### config.mk
export PLATFORM = sky130hd
export DESIGN_NAME = eth_rx_dest_filter
export DESIGN_NICKNAME = d
export VERILOG_FILES = /design/src/rtl/eaf_pkg.sv /design/src/rtl/eaf_dest_capture.sv /design/src/rtl/eaf_station_match.sv /design/src/rtl/eaf_prefix_match.sv /design/src/rtl/eth_rx_dest_filter.sv
export SDC_FILE = /design/constraint.sdc
export NUM_CORES = 1
export LEC_CHECK = 0
export BUFFER_PORTS_ARGS = -buffer_cell sky130_fd_sc_hd__buf_4
export CAP_MARGIN = 30
export CORE_ASPECT_RATIO = 1.1
export CORE_MARGIN = 2
export CORE_UTILIZATION = 35
export DETAILED_ROUTE_END_ITERATION = 12
export PLACE_DENSITY_LB_ADDON = 0.15
export SLEW_MARGIN = 30
export SYNTH_ARGS = -nofsm -noshare
export SYNTH_HDL_FRONTEND = slang
export SYNTH_HIERARCHICAL = 1
export SYNTH_SLANG_ARGS = --single-unit
### constraint.sdc
create_clock -name clk -period 4.6 [get_ports clk]
set_clock_uncertainty 0.1 [all_clocks]
set_input_delay 0.46 -clock clk [delete_from_list [all_inputs] [get_ports clk]]
set_output_delay 0.46 -clock clk [all_outputs]
set_load 0.02 [all_outputs]
### src/rtl/eaf_pkg.sv
package eaf_pkg;
  localparam int OCT_W     = 8;
  localparam int ADDR_OCTS = 6;
  localparam int PFX_OCTS  = 3;
  localparam int ADDR_W    = OCT_W * ADDR_OCTS;
  localparam int PFX_W     = OCT_W * PFX_OCTS;
  typedef logic [ADDR_W-1:0] mac_t;
  typedef logic [PFX_W-1:0]  pfx_t;
endpackage

### src/rtl/eaf_dest_capture.sv
module eaf_dest_capture
  import eaf_pkg::*;
#(
  parameter int N_OCT = ADDR_OCTS
) (
  input  logic             clk,
  input  logic             rst,
  input  logic             oct_vld,
  input  logic             oct_sof,
  input  logic [OCT_W-1:0] oct_data,
  output logic [N_OCT*OCT_W-1:0] dest,
  output logic             last
);
  localparam int IDX_W = $clog2(N_OCT + 1);
  localparam logic [IDX_W-1:0] IDLE  = IDX_W'(N_OCT);
  localparam logic [IDX_W-1:0] FINAL = IDX_W'(N_OCT - 1);

  logic [IDX_W-1:0] idx;
  logic [OCT_W-1:0] held [N_OCT-1];

  // position counter: IDLE means "no address in progress"
  always_ff @(posedge clk) begin
    if (rst) begin
      idx <= IDLE;
    end else if (oct_vld && oct_sof) begin
      idx <= IDX_W'(1);
    end else if (oct_vld && idx != IDLE) begin
      idx <= idx + IDX_W'(1);
    end
  end

  // octet store for all but the final octet
  always_ff @(posedge clk) begin
    for (int g = 0; g < N_OCT - 1; g++) begin
      if (oct_vld && ((oct_sof && g == 0) || (!oct_sof && idx == IDX_W'(g))))
        held[g] <= oct_data;
    end
  end

  assign last = oct_vld && !oct_sof && (idx == FINAL);

  generate
    for (genvar g = 0; g < N_OCT - 1; g++) begin : g_pack
      assign dest[(N_OCT-1-g)*OCT_W +: OCT_W] = held[g];
    end
  endgenerate
  assign dest[OCT_W-1:0] = oct_data;

  AST_IDX_RANGE: assert property (@(posedge clk) disable iff (rst)
    idx <= IDLE) else $error("index out of range");

  AST_SOF_RESTART: assert property (@(posedge clk) disable iff (rst)
    (oct_vld && oct_sof) |=> (idx == IDX_W'(1))) else $error("sof restart");
endmodule

### src/rtl/eaf_station_match.sv
module eaf_station_match
  import eaf_pkg::*;
(
  input  mac_t        dest,
  input  logic [15:0] stn_hi,
  input  logic [31:0] stn_lo,
  output logic        ucast_hit,
  output logic        bcast_hit
);
  mac_t station;
  assign station   = {stn_hi, stn_lo};
  assign ucast_hit = (dest == station);
  assign bcast_hit = &dest;
endmodule

### src/rtl/eaf_prefix_match.sv
module eaf_prefix_match
  import eaf_pkg::*;
#(
  parameter int N_ENT   = 4,
  parameter int ENTRY_W = 32
) (
  input  logic [N_ENT*ENTRY_W-1:0] entries,
  input  pfx_t                     prefix,
  output logic                     hit
);
  logic [N_ENT-1:0] ent_hit;

  generate
    for (genvar k = 0; k < N_ENT; k++) begin : g_ent
      pfx_t val;
      assign val        = entries[k*ENTRY_W +: PFX_W];
      assign ent_hit[k] = (|val) && (val == prefix);
    end
  endgenerate

  assign hit = |ent_hit;
endmodule

### src/rtl/eth_rx_dest_filter.sv
module eth_rx_dest_filter
  import eaf_pkg::*;
#(
  parameter int N_MCAST = 4,
  parameter int ENTRY_W = 32
) (
  input  logic                       clk,
  input  logic                       rst,
  input  logic                       oct_vld,
  input  logic                       oct_sof,
  input  logic [7:0]                 oct_data,
  input  logic [15:0]                stn_hi,
  input  logic [31:0]                stn_lo,
  input  logic [N_MCAST*ENTRY_W-1:0] mc_prefix,
  input  logic                       promisc,
  input  logic                       all_group,
  output logic                       dec_valid,
  output logic                       dec_accept
);
  mac_t dest;
  logic last, ucast_hit, bcast_hit, pfx_hit, group_bit, take;

  eaf_dest_capture #(.N_OCT(ADDR_OCTS)) u_cap (
    .clk(clk), .rst(rst), .oct_vld(oct_vld), .oct_sof(oct_sof),
    .oct_data(oct_data), .dest(dest), .last(last)
  );

  eaf_station_match u_stn (
    .dest(dest), .stn_hi(stn_hi), .stn_lo(stn_lo),
    .ucast_hit(ucast_hit), .bcast_hit(bcast_hit)
  );

  eaf_prefix_match #(.N_ENT(N_MCAST), .ENTRY_W(ENTRY_W)) u_pfx (
    .entries(mc_prefix), .prefix(dest[ADDR_W-1 -: PFX_W]), .hit(pfx_hit)
  );

  assign group_bit = dest[ADDR_W-OCT_W];
  assign take = promisc | bcast_hit | ucast_hit | (all_group & group_bit) | pfx_hit;

  always_ff @(posedge clk) begin
    if (rst) begin
      dec_valid  <= 1'b0;
      dec_accept <= 1'b0;
    end else begin
      dec_valid  <= last;
      dec_accept <= last & take;
    end
  end

  AST_VALID_FOLLOWS_OCTET: assert property (@(posedge clk) disable iff (rst)
    dec_valid |-> $past(oct_vld)) else $error("decision without octet");

  AST_SINGLE_PULSE: assert property (@(posedge clk) disable iff (rst)
    dec_valid |=> !dec_valid) else $error("decision longer than a cycle");

  AST_ACCEPT_QUALIFIED: assert property (@(posedge clk) disable iff (rst)
    dec_accept |-> dec_valid) else $error("accept without valid");

  AST_PROMISC_ACCEPT: assert property (@(posedge clk) disable iff (rst)
    (dec_valid && $past(promisc)) |-> dec_accept) else $error("promisc reject");
endmodule

# Word-level counts from Yosys, hierarchy flattened
# Memories as Yosys holds them, arrays and structs flattened.
# Cells that the tools add are included.
# totals
reg_bits	5
ram_bits	40
elab_cells	78
output_inout_bits	2
n_memories	1
# op_classes
bitwise_logic	6
n_reduce_logical	32
n_eq_ne	11
muxes	24
add_sub_neg	1
# memory_table
name	depth	word_bits	rd	rd_clocked_by_memory_dff	wr	line_no	text
u_cap.held	5	8	5	0	1	eaf_dest_capture.sv:19	logic [OCT_W-1:0] held [N_OCT-1];
# op_table
operator	n
equality test 24 bit	4
OR reduction 24 bit	4
equality test 48 bit	1
AND reduction 48 bit	1
2-to-1 mux 8 bit	4
OR reduction 8 bit	4
logical AND 1 bit	18
2-to-1 mux 3 bit	6
2-to-1 mux 1 bit	14
equality test 3 x 2 -> 1 bit, second input constant	2
equality test 3 bit, second input constant	2
OR 1 bit	4
OR reduction 4 bit	1
adder 3 x 1 -> 3 bit, second input constant	1
equality test 3 x 1 -> 1 bit, second input constant	1
zero test 3 bit	1
!= test 3 bit, second input constant	1
bitwise AND 1 bit	2
nonzero test 2 bit	1
zero test 1 bit	1
logical OR 1 bit	1

# Longest topological paths before layout
# Gate-level depths: netlist of the first run.
# logic_depth
word_depth	10
ltp_mapped	8

# Modules after synthesis
# Netlist of the first run, hierarchy kept.
# modules_own_cells
module	area_each_um2	cells_per_inst	instances	seq_area_each_um2
eaf_dest_capture	1512.7	78	1	1261.2
eaf_prefix_match	1366.3	169	1	0.0
eaf_station_match	624.3	80	1	0.0
eth_rx_dest_filter	72.6	6	1	40.0

# Least setup slack after synthesis of the first run
# Ideal clock, no wire load.
# synth_timing
path_type	reg2reg
from	register u_cap.idx[0]
to	memory u_cap.held[2][0], in the netlist u_cap/held[0][16] (enable)
synth_period_minus_slack_ps	1743
setup_slack_ps	2857
required_ps	4117
path_stages_with_launch	5
setup_time_ps	383
t_arrival_ps	1260
path_buffers	0
cell_sequence	dfxtp_1 -> inv_1 -> ha_1 -> inv_1 -> nor3_1
# synth_between
elab_chain_cells	10
word_cells_on_any_way	38
classes_between	eq/ne (4); mux (18); reduce/logical (16)
# synth_rtl
item	line_no	text
start, declared	eaf_dest_capture.sv:18	logic [IDX_W-1:0] idx;
start signal, assigned	eaf_dest_capture.sv:28	idx <= idx + IDX_W'(1);
equality test 3 x 1 -> 1 bit / zero test 3 bit (equally long branches)	eaf_dest_capture.sv:35	if (oct_vld && ((oct_sof && g == 0) || (!oct_sof && idx == IDX_W'(g))))
logical AND 1 bit	eaf_dest_capture.sv:35	
logical AND 1 bit / logical OR 1 bit (equally long branches)	eaf_dest_capture.sv:35	
2-to-1 mux 1 bit / logical AND 1 bit (equally long branches)	eaf_dest_capture.sv:35	
2-to-1 mux 1 bit, on equally long branches	eaf_dest_capture.sv:36, eaf_dest_capture.sv:35	
OR reduction 8 bit (no line) / 2-to-1 mux 1 bit (equally long branches)	n/a	
2-to-1 mux 3 bit (no line) / 2-to-1 mux 1 bit (equally long branches) (4 in series)	n/a	
end, declared	eaf_dest_capture.sv:19	
# Several ways; a longest one is shown, not always the timed one.

==> results of run 1 <==
## where the power goes
group          leakage, nW  switching [mW]  internal, mW
sequential           0.405          0.0221         0.456
combinational         1.44           0.110         0.148
clock               0.0543           0.133         0.162
total                 1.90           0.265         0.766
## final timing paths
path	to	cells after the start
max	dec_accept	6
min reg2reg	u_cap/idx[1]	1
max reg2reg	dec_accept	6
min	dec_valid	2
## sequential cells by signal, indices dropped and copies added (netlist names)
name        count
dec_accept      1
u_cap/idx       3
dec_valid       1
u_cap/held     40
## metal layers
metal  vias to the layer above  track usage
li1                       1540            -
met1                      1552       0.3060
met2                       165       0.3993
met3                        21      0.02963
met4                         0      0.07436
met5                         -            0
## kinds of logic (layout without fill, tap and decap cells)
| group | Yosys count | after routing |
|---|---|---|
| compound gates | 13 | 13 |
| xor+xnor | 144 | 144 |
| flops | 45 | 45 |
| buf+inv | 20 | 171 |
| simple gates | 106 | 106 |
| fa+ha+maj | 5 | 5 |
## area by class of cell
cell class | count | area, µm²
fill | 969 | 4972
multi-input combinational | 268 | 2142
sequential | 45 | 1301
timing repair buffer | 159 | 1194
tap | 120 | 150.1
clock buffer | 5 | 68.82
clock inverter | 3 | 46.29
inverter | 4 | 15.01
## synthesized netlist by cell type (all sizes together) (2+ instances only)
| library cell | number | area (µm²) |
|---|---|---|
| inv | 4 | 15.01 |
| xnor2 | 64 | 583.1 |
| a21oi | 2 | 10.01 |
| nand2 | 6 | 22.52 |
| ha | 5 | 62.56 |
| o21ai | 2 | 10.01 |
| dfxtp | 5 | 100.1 |
| nor2b | 3 | 23.78 |
| a21boi | 2 | 15.02 |
| buf | 14 | 115.1 |
| nand4 | 36 | 225.2 |
| nor4 | 52 | 365.3 |
| nor3 | 2 | 15.01 |
| xor2 | 80 | 700.7 |
| edfxtp | 40 | 1201 |
| clkbuf | 2 | 7.510 |
| and3 | 4 | 25.02 |
| o2111ai | 4 | 35.03 |
## worst max-delay path, cell delays in order, from the launching register on
cell       delay [ps]
edfxtp_1          610
xor2_1            240
nor4_1            480
o2111ai_1         250
nand4_1           210
nor4_2             80
a21boi_1          120
==> results.py, run 1 <==
metrics = {
    "run_status": {
        "status": "completed",
    },
    "timing": {
        "rsz0062_at_grt": "false",
        "maxSlewViolCount": 0,
        "tns_ps": 0,
        "hold_viol": 0,
        "maxSlewHeadroom": 0.4744,
        "fin_crit_sh": 0.4679,
        "max_slew.worst_pin.slew_ps": 786.8,
        "fin_ws_ps": 2448,
        "max_freq_ghz": 0.4646,
        "hold_ws_ps": 247.7,
        "min_period_ps": 2153,
        "setup_viol": 0,
    },
    "synth": {
        "synth_top_family_by_area": "XOR/XNOR gates",
        "ys_ff_latch": 45,
        "synthCells": 333,
        "yosysSeqAreaShare": 0.3639,
        "muxShareOfSynthArea": 0,
        "synth_cell_types": 32,
        "synth_nets": 528,
        "syn-cell-area_um2": 3576,
        "synth_compound_area_frac": 0.02659,
        "async_reset_ff_frac": 0,
        "synth_edf_count": 40,
        "yosys_warnings": 6,
        "synthAdderAreaFrac": 0.01749,
        "synthFlopType": "edfxtp_1",
        "synth_xor_area_frac": 0.3590,
        "synth-simple-area-share": 0.1945,
        "synth.avg_cell_area_um2": 10.74,
    },
    "route": {
        "dr.pass1.iters": 4,
        "vias": 3278,
        "top_layer": "met4",
        "wl_met3_mm": 1.030,
        "routed_wl_mm": 12.91,
        "drt-met1-wl_mm": 5.464,
        "drt_iter0_drc": 156,
        "wire_per_inst_um": 21.38,
        "detail-route-antenna-nets": 0,
        "wl_met2_mm": 6.149,
        "via_per_inst": 5.427,
        "drc": 0,
    },
    "floorplanning": {
        "core_um2": 9889,
        "dieArea_um2": 11040,
        "ioPinCount": 192,
        "rows": 38,
        "initial_core_util": 0.3616,
        "die_h_um": 110.0,
        "die_w_um": 100.4,
    },
    "power": {
        "p_per_area_nw_per_um2": 209.7,
        "leakage_nw": 1.897,
        "ir_drop_v": 0.0001887,
        "power.total_mw": 1.031,
    },
    "clocking": {
        "ctsLongestPathBuffers": 2,
        "worstSkewPairLatency_ps": 290,
        "postCtsSetupBuffers": 0,
        "cts_max_level": 2,
        "clock_sink_count": 45,
        "cts_tree": "built",
        "cts-buffers-inserted": 5,
        "root_buffer": "clkbuf_8",
        "cts_hold_buffers": 0,
        "clkTransAtPathRegs_ps": 80,
        "cts-resized-gates": 0,
    },
    "layout": {
        "layout-drive-gt1-share": 0.3719,
        "instances_no_fill": 604,
        "final_core_util": 0.4972,
        "final_cell_mix": "buf_4 (159), xor2_1 (80), xnor2_1 (61)",
        "diodes": 0,
        "fin_nets": 678,
        "fin_area_um2": 4917,
        "area_growth_pct": 37.51,
        "final_common_cell": "buf_4",
    },
    "critical_path": {
        "start_kind": "flop",
        "crit_required_ps": 4730,
        "setup.worst_path.class": "flop to flop",
        "r2r_start": "u_cap/held[0][2]",
        "r2r_slack_ps": 2450,
        "end_kind": "flop",
        "cp_max_fo": 6,
        "crit_arrival_ps": 2290,
        "cp-startpoint": "u_cap/held[0][2]",
    },
    "global_route": {
        "grt_pass1_vias": 3473,
        "grt.overflow.total": 0,
        "track_usage": 0.2327,
        "grt_max_degree": 16,
        "grt_first_pass_wirelength_mm": 19.07,
        "antenna_found_initial": 0,
    },
    "worst_hold_path": {
        "min_from": "rst",
        "hold_path_class": "input pin to flop",
    },
    "placed_design": {
        "dp.cells": 596,
        "numPortBuffers": 159,
        "place_ws_ps": 2361,
        "placed_area_um2": 4802,
        "finalWeightedCongestion": 0.8986,
        "post-dp-hpwl_mm": 10.43,
    },
    "run": {
        "maxCapViolCount": 0,
    },
}
Power figures use the tool's default switching activity.
==> inputs of run 2 (changes only) <==
==> constraint.sdc (replaced) <==
create_clock -name clk -period 2 [get_ports clk]
set_clock_uncertainty 0.1 [all_clocks]
set_input_delay 0.2 -clock clk [delete_from_list [all_inputs] [get_ports clk]]
set_output_delay 0.2 -clock clk [all_outputs]
set_load 0.02 [all_outputs]
==> run 2 against run 1 <==
Sequential share of layout area fell by 2.2 points. Sequential power rose by 120%. Wire length rose by 0.61%. Sequential cell count did not move. Critical path depth rose by 2. Register-to-register slack got worse by 2400 ps. Fmax rose by 8.4%. Core utilization rose by 4.6 points. Clock power rose to 2.7 times the previous value. Power rose by 150%. Critical path type unchanged. Critical endpoint unchanged. Largest power group unchanged.
==> results.py, run 2 (synthesized netlist as in run 1, its figures left out) <==
metrics = {
    "layout": {
        "diodes": 0,
        "fin_nets": 729,
        "final_core_util": 0.5433,
        "reg_top3": "u_cap/held x40, u_cap/idx x3",
        "largest_reg_flops": 40,
        "final_cell_mix": "buf_4 (209), xor2_1 (80), xnor2_1 (58)",
        "area_growth_pct": 50.24,
        "final_common_cell": "buf_4",
        "top_register": "u_cap/held",
        "layout-drive-gt1-share": 0.4411,
    },
    "clocking": {
        "root_buffer": "clkbuf_8",
        "cts_max_level": 2,
        "ctsLongestPathBuffers": 2,
        "cts-buffers-inserted": 5,
        "worstSkewPairLatency_ps": 300,
        "clock_sink_count": 45,
        "clkTransAtPathRegs_ps": 80,
        "cts_tree": "built",
    },
    "run": {
        "maxCapViolCount": 0,
    },
    "timing": {
        "maxSlewViolCount": 0,
        "hold_viol": 0,
        "min_period_ps": 1986,
        "rsz0062_at_grt": "true",
        "max_slew.worst_pin.slew_ps": 801.2,
        "maxSlewHeadroom": 0.4647,
        "max_freq_ghz": 0.5034,
        "fin_crit_sh": 0.9932,
        "tns_ps": 0,
        "setup_viol": 0,
    },
    "route": {
        "wire_per_inst_um": 19.83,
        "via_per_inst": 5.278,
        "drt_iter0_drc": 131,
        "vias": 3457,
        "detail-route-antenna-nets": 0,
        "dr.pass1.iters": 4,
        "drc": 0,
        "routed_wl_mm": 12.99,
    },
    "critical_path": {
        "cp_max_fo": 5,
        "setup.worst_path.class": "flop to flop",
        "start_kind": "flop",
        "crit_required_ps": 2080,
        "crit_arrival_ps": 2070,
        "end_kind": "flop",
        "r2r_cells": 8,
    },
    "floorplanning": {
        "ioPinCount": 192,
        "dieArea_um2": 11040,
        "rows": 38,
        "die_h_um": 110.0,
        "die_w_um": 100.4,
        "initial_core_util": 0.3616,
        "core_um2": 9889,
    },
    "power": {
        "p_per_area_nw_per_um2": 470.2,
        "power.share.clock": 0.315,
        "ir_drop_v": 0.0004059,
        "leakage_nw": 2.176,
        "p_sw_frac": 0.2416,
        "power_frac_seq": 0.422,
        "intPower_mw": 1.916,
        "p_sw_mw": 0.6103,
        "combPwrFrac": 0.263,
    },
    "placed_design": {
        "finalWeightedCongestion": 0.9142,
        "post-dp-hpwl_mm": 10.85,
        "numPortBuffers": 159,
    },
    "global_route": {
        "track_usage": 0.2315,
        "antenna_found_initial": 0,
        "grt_pass1_vias": 3609,
        "grt.overflow.total": 0,
        "grt_max_degree": 15,
        "grt_first_pass_wirelength_mm": 19.11,
    },
    "run_status": {
        "status": "completed",
    },
    "worst_hold_path": {
        "hold_path_class": "input pin to flop",
        "hold_depth": 1,
    },
}
==> run 2: changes by cell type in the layout (fill, tap and decap cells not counted), sizes merged <==
| cell | change |
|---|---|
| clkinvlp | -1 |
| bufinv | +1 |
| dlygate4sd3 | +1 |
| buf | +50 |
==> run 2: path summary, 6_finish.rpt <==
| check | startpoint | end | slack (ps) |
|---|---|---|---|
| worst max-delay path | u_cap/held[0][16] | dec_accept | 10 |
| worst min register to register | u_cap/idx[1] | u_cap/idx[1] | 480 |
| worst min-delay path | oct_data[7] | u_cap/held[0][31] | 40 |
| worst max register to register | u_cap/held[0][16] | dec_accept | 10 |
==> run 2: area by class of cell <==
type	instances	area (µm²)
fill	935	4517
multi-input combinational	268	2193
timing repair buffer	210	1579
sequential	45	1301
tap	120	150.1
clock buffer	5	68.82
clock inverter	3	65.06
inverter	4	15.01
==> run 2: power groups by stage <==
stage	Clock [mW]	Sequential, mW	Combinational, mW
6_report	0.795	1.07	0.664
5_1_grt	0.840	1.07	0.715
4_1_cts	0.807	1.07	0.645
3_5_place_dp	0	1.09	0.640
3_3_place_gp	0	1.09	0.633
2_1_floorplan	0	1.09	0.245
==> run 2: routing by layer <==
metal / wire (µm) / global-route usage / share of wire / vias to the layer above
met5: 0 / 0 / 0 / -
met3: 1059 / 0.03972 / 0.082 / 27
met1: 5517 / 0.2954 / 0.42 / 1619
met4: 363 / 0.09785 / 0.028 / 0
li1: - / - / - / 1632
met2: 6050 / 0.3883 / 0.47 / 179
==> run 2: worst max-delay path, cell delays in order, from the launching register on <==
cell	delay, ps
edfxtp_1	520
buf_4	200
xnor2_1	130
nand4_1	110
nor4_2	50
o2111ai_1	140
nand4_1	230
nor4_4	300
a21boi_1	90
==> run 2: per-stage QoR <==
step / hold slack, ps / cell area [µm²] / total power [mW] / worst slack [ps] / instances
after global placement: 306.0 / 5060 / 1.725 / 28.27 / 631
after global routing: 43.43 / 5373 / 2.625 / -43.50 / 655
after detailed placement: 306.6 / 5060 / 1.734 / 19.27 / 631
final: 44.28 / 5373 / 2.526 / 13.52 / 655
after CTS: 35.11 / 5204 / 2.523 / 2.679 / 640
after floorplan: 170.6 / 3576 / 1.340 / 256.7 / 333
==> run 2: timing repair <==
item	4_1_cts	5_1_grt
endpoints found under the setup margin	0	1
setup buffers	0	15
hold buffers	1	0
hold endpoints to repair	1	0
resized for setup	0	8
==> inputs of run 3 (changes only) <==
--- a/config.mk
+++ b/config.mk
@@ -11,6 +11,7 @@
 export CORE_MARGIN = 2
 export CORE_UTILIZATION = 35
 export DETAILED_ROUTE_END_ITERATION = 12
+export HOLD_SLACK_MARGIN = 0.08
 export PLACE_DENSITY_LB_ADDON = 0.15
 export SLEW_MARGIN = 30
 export SYNTH_ARGS = -nofsm -noshare
==> run 3 against run 2 <==
Final cell count grew 1.4%. Critical path depth is the same. Setup slack gained 5.7 ps.
==> results.py, run 3 (synthesized netlist as in run 1, its figures left out) <==
metrics = {
    "global_route": {
        "grt_pass1_vias": 3655,
        "gr-max-usage-layer": "met2",
        "track_usage": 0.2323,
        "grt_first_pass_wirelength_mm": 19.17,
        "antenna_found_initial": 0,
        "grt_use_met1": 0.2939,
        "grt_max_degree": 15,
        "grt.overflow.total": 0,
        "use_met3": 0.03972,
        "use_met2": 0.3931,
    },
    "placed_design": {
        "numPortBuffers": 159,
        "place_ws_ps": 19.27,
        "placed_area_um2": 5060,
        "post-dp-hpwl_mm": 10.85,
        "finalWeightedCongestion": 0.9142,
    },
    "layout": {
        "fin_area_um2": 5463,
        "largest_reg_flops": 40,
        "top_register": "u_cap/held",
        "fin_nets": 738,
        "reg_top3": "u_cap/held x40, u_cap/idx x3",
        "multi_input_area_um2": 2193,
        "regArea_um2": 1301,
        "area_growth_pct": 52.76,
        "nFillCells": 923,
        "final_cell_mix": "buf_4 (209), xor2_1 (80), xnor2_1 (58)",
        "final_common_cell": "buf_4",
        "final_core_util": 0.5524,
        "diodes": 0,
        "layout-drive-gt1-share": 0.4338,
    },
    "power": {
        "ir_drop_v": 0.0004130,
        "p_sw_frac": 0.2414,
        "power.total_mw": 2.541,
        "combPwrFrac": 0.267,
        "p_sw_mw": 0.6134,
        "leakage_nw": 2.213,
        "intPower_mw": 1.928,
        "power_frac_seq": 0.420,
        "p_per_area_nw_per_um2": 465.2,
        "power.share.clock": 0.313,
    },
    "timing": {
        "setup_viol": 0,
        "fin_ws_ps": 19.24,
        "fin_crit_sh": 0.9904,
        "maxSlewViolCount": 0,
        "max_freq_ghz": 0.5049,
        "min_period_ps": 1981,
        "hold_viol": 0,
        "rsz0062_at_grt": "true",
        "maxSlewHeadroom": 0.4540,
        "max_slew.worst_pin.slew_ps": 817.4,
    },
    "critical_path": {
        "crit_required_ps": 2140,
        "crit_arrival_ps": 2120,
        "start_kind": "flop",
        "end_kind": "flop",
        "slowest_stage": "edfxtp_1",
        "cp_max_fo": 4,
        "critPathBufInv": 1,
        "r2r_start": "u_cap/held[0][13]",
        "setup.worst_path.class": "flop to flop",
        "cp_top_family": "simple AND/OR/NAND/NOR gates",
        "crit_chain": "buf_4 > xnor2_2 > nand4_1 > nor4_2 > o2111ai_1 > nand4_1 > nor4_4 > a21boi_1",
        "reg2reg_to": "dec_accept",
        "max_stage_delay_ps": 430,
        "r2r_slack_ps": 20,
        "r2r_cells": 8,
        "cp_common_cell": "nand4_1",
    },
    "clocking": {
        "cts_tree": "built",
        "ctsLongestPathBuffers": 2,
        "clock_sink_count": 45,
        "clkTransAtPathRegs_ps": 80,
        "worstSkewPairLatency_ps": 300,
        "root_buffer": "clkbuf_8",
        "cts_max_level": 2,
        "cts-buffers-inserted": 5,
    },
    "floorplanning": {
        "ioPinCount": 192,
        "rows": 38,
        "initial_core_util": 0.3616,
        "core_um2": 9889,
        "die_h_um": 110.0,
        "die_w_um": 100.4,
        "dieArea_um2": 11040,
    },
    "route": {
        "dr.pass1.iters": 4,
        "wire_per_inst_um": 19.64,
        "vias": 3505,
        "drc": 0,
        "via_per_inst": 5.279,
        "detail-route-antenna-nets": 0,
        "routed_wl_mm": 13.04,
        "drt_iter0_drc": 126,
    },
    "worst_hold_path": {
        "min_from": "promisc",
        "hold_depth": 3,
        "hold_path_end": "dec_accept",
        "hold_path_class": "input pin to flop",
    },
    "run": {
        "maxCapViolCount": 0,
    },
    "run_status": {
        "status": "completed",
    },
}
[run 3: cell types whose count changed in the layout (fill, tap and decap cells not counted), sizes merged]
cell	previous run	this run
dlygate4sd3	1	10
[run 3: how the worst max path moves through the flow]
| stage | start | to | slack, ps | depth (start not counted) |
|---|---|---|---|---|
| floorplan | u_cap/idx[0] | u_cap/held[0][16] | 260 | 4 |
| global placement | mc_prefix[45] | dec_accept | 30 | 7 |
| detailed placement | u_cap/held[0][13] | dec_accept | 20 | 8 |
| CTS | u_cap/held[0][13] | dec_accept | 3 | 8 |
| global route | u_cap/held[0][16] | dec_accept | -40 | 7 |
| finish | u_cap/held[0][13] | dec_accept | 20 | 8 |
[run 3: final cells by class]
class / instances / area share
clock buffers: 5 / 0.01260
clock inverters: 3 / 0.01191
inverters: 4 / 0.002749
multi-input cells: 268 / 0.4015
flip-flops and latches: 45 / 0.2382
well taps: 120 / 0.02749
repair buffers: 219 / 0.3055
[run 3: metrics by stage]
stage                     instances  hold slack [ps]  TNS [ps]
after floorplan                 333            170.6         0
after global placement          631            306.0         0
after detailed placement        631            306.6         0
after CTS                       649            83.45         0
after global routing            664            91.53    -43.50
final                           664            94.74         0
[run 3: power by group through the flow]
stage          registers [mW]  logic (mW)  clock network (mW)
3_3_place_gp             1.09       0.633                   0
5_1_grt                  1.07       0.730               0.840
4_1_cts                  1.07       0.658               0.807
3_5_place_dp             1.09       0.640                   0
6_report                 1.07       0.678               0.795
2_1_floorplan            1.09       0.245                   0
[run 3: what timing repair did]
item / 4_1_cts / 5_1_grt
setup buffers: 0 / 15
hold endpoints to repair: 44 / 0
resized for setup: 0 / 8
hold buffers: 10 / 0
setup endpoints to repair: 0 / 1
[run 3: worst register-to-register path, cell delays in order, from the launching register on]
cell       delay, ps
edfxtp_1         430
buf_4            200
xnor2_2          160
nand4_1          120
nor4_2           330
o2111ai_1        200
nand4_1          200
nor4_4            70
a21boi_1         110
[run 3: per-layer routing]
metal | part of all wire | up-vias
met4 | 0.031 | 0
met5 | 0 | -
met1 | 0.43 | 1640
met3 | 0.078 | 31
li1 | - | 1649
met2 | 0.47 | 185
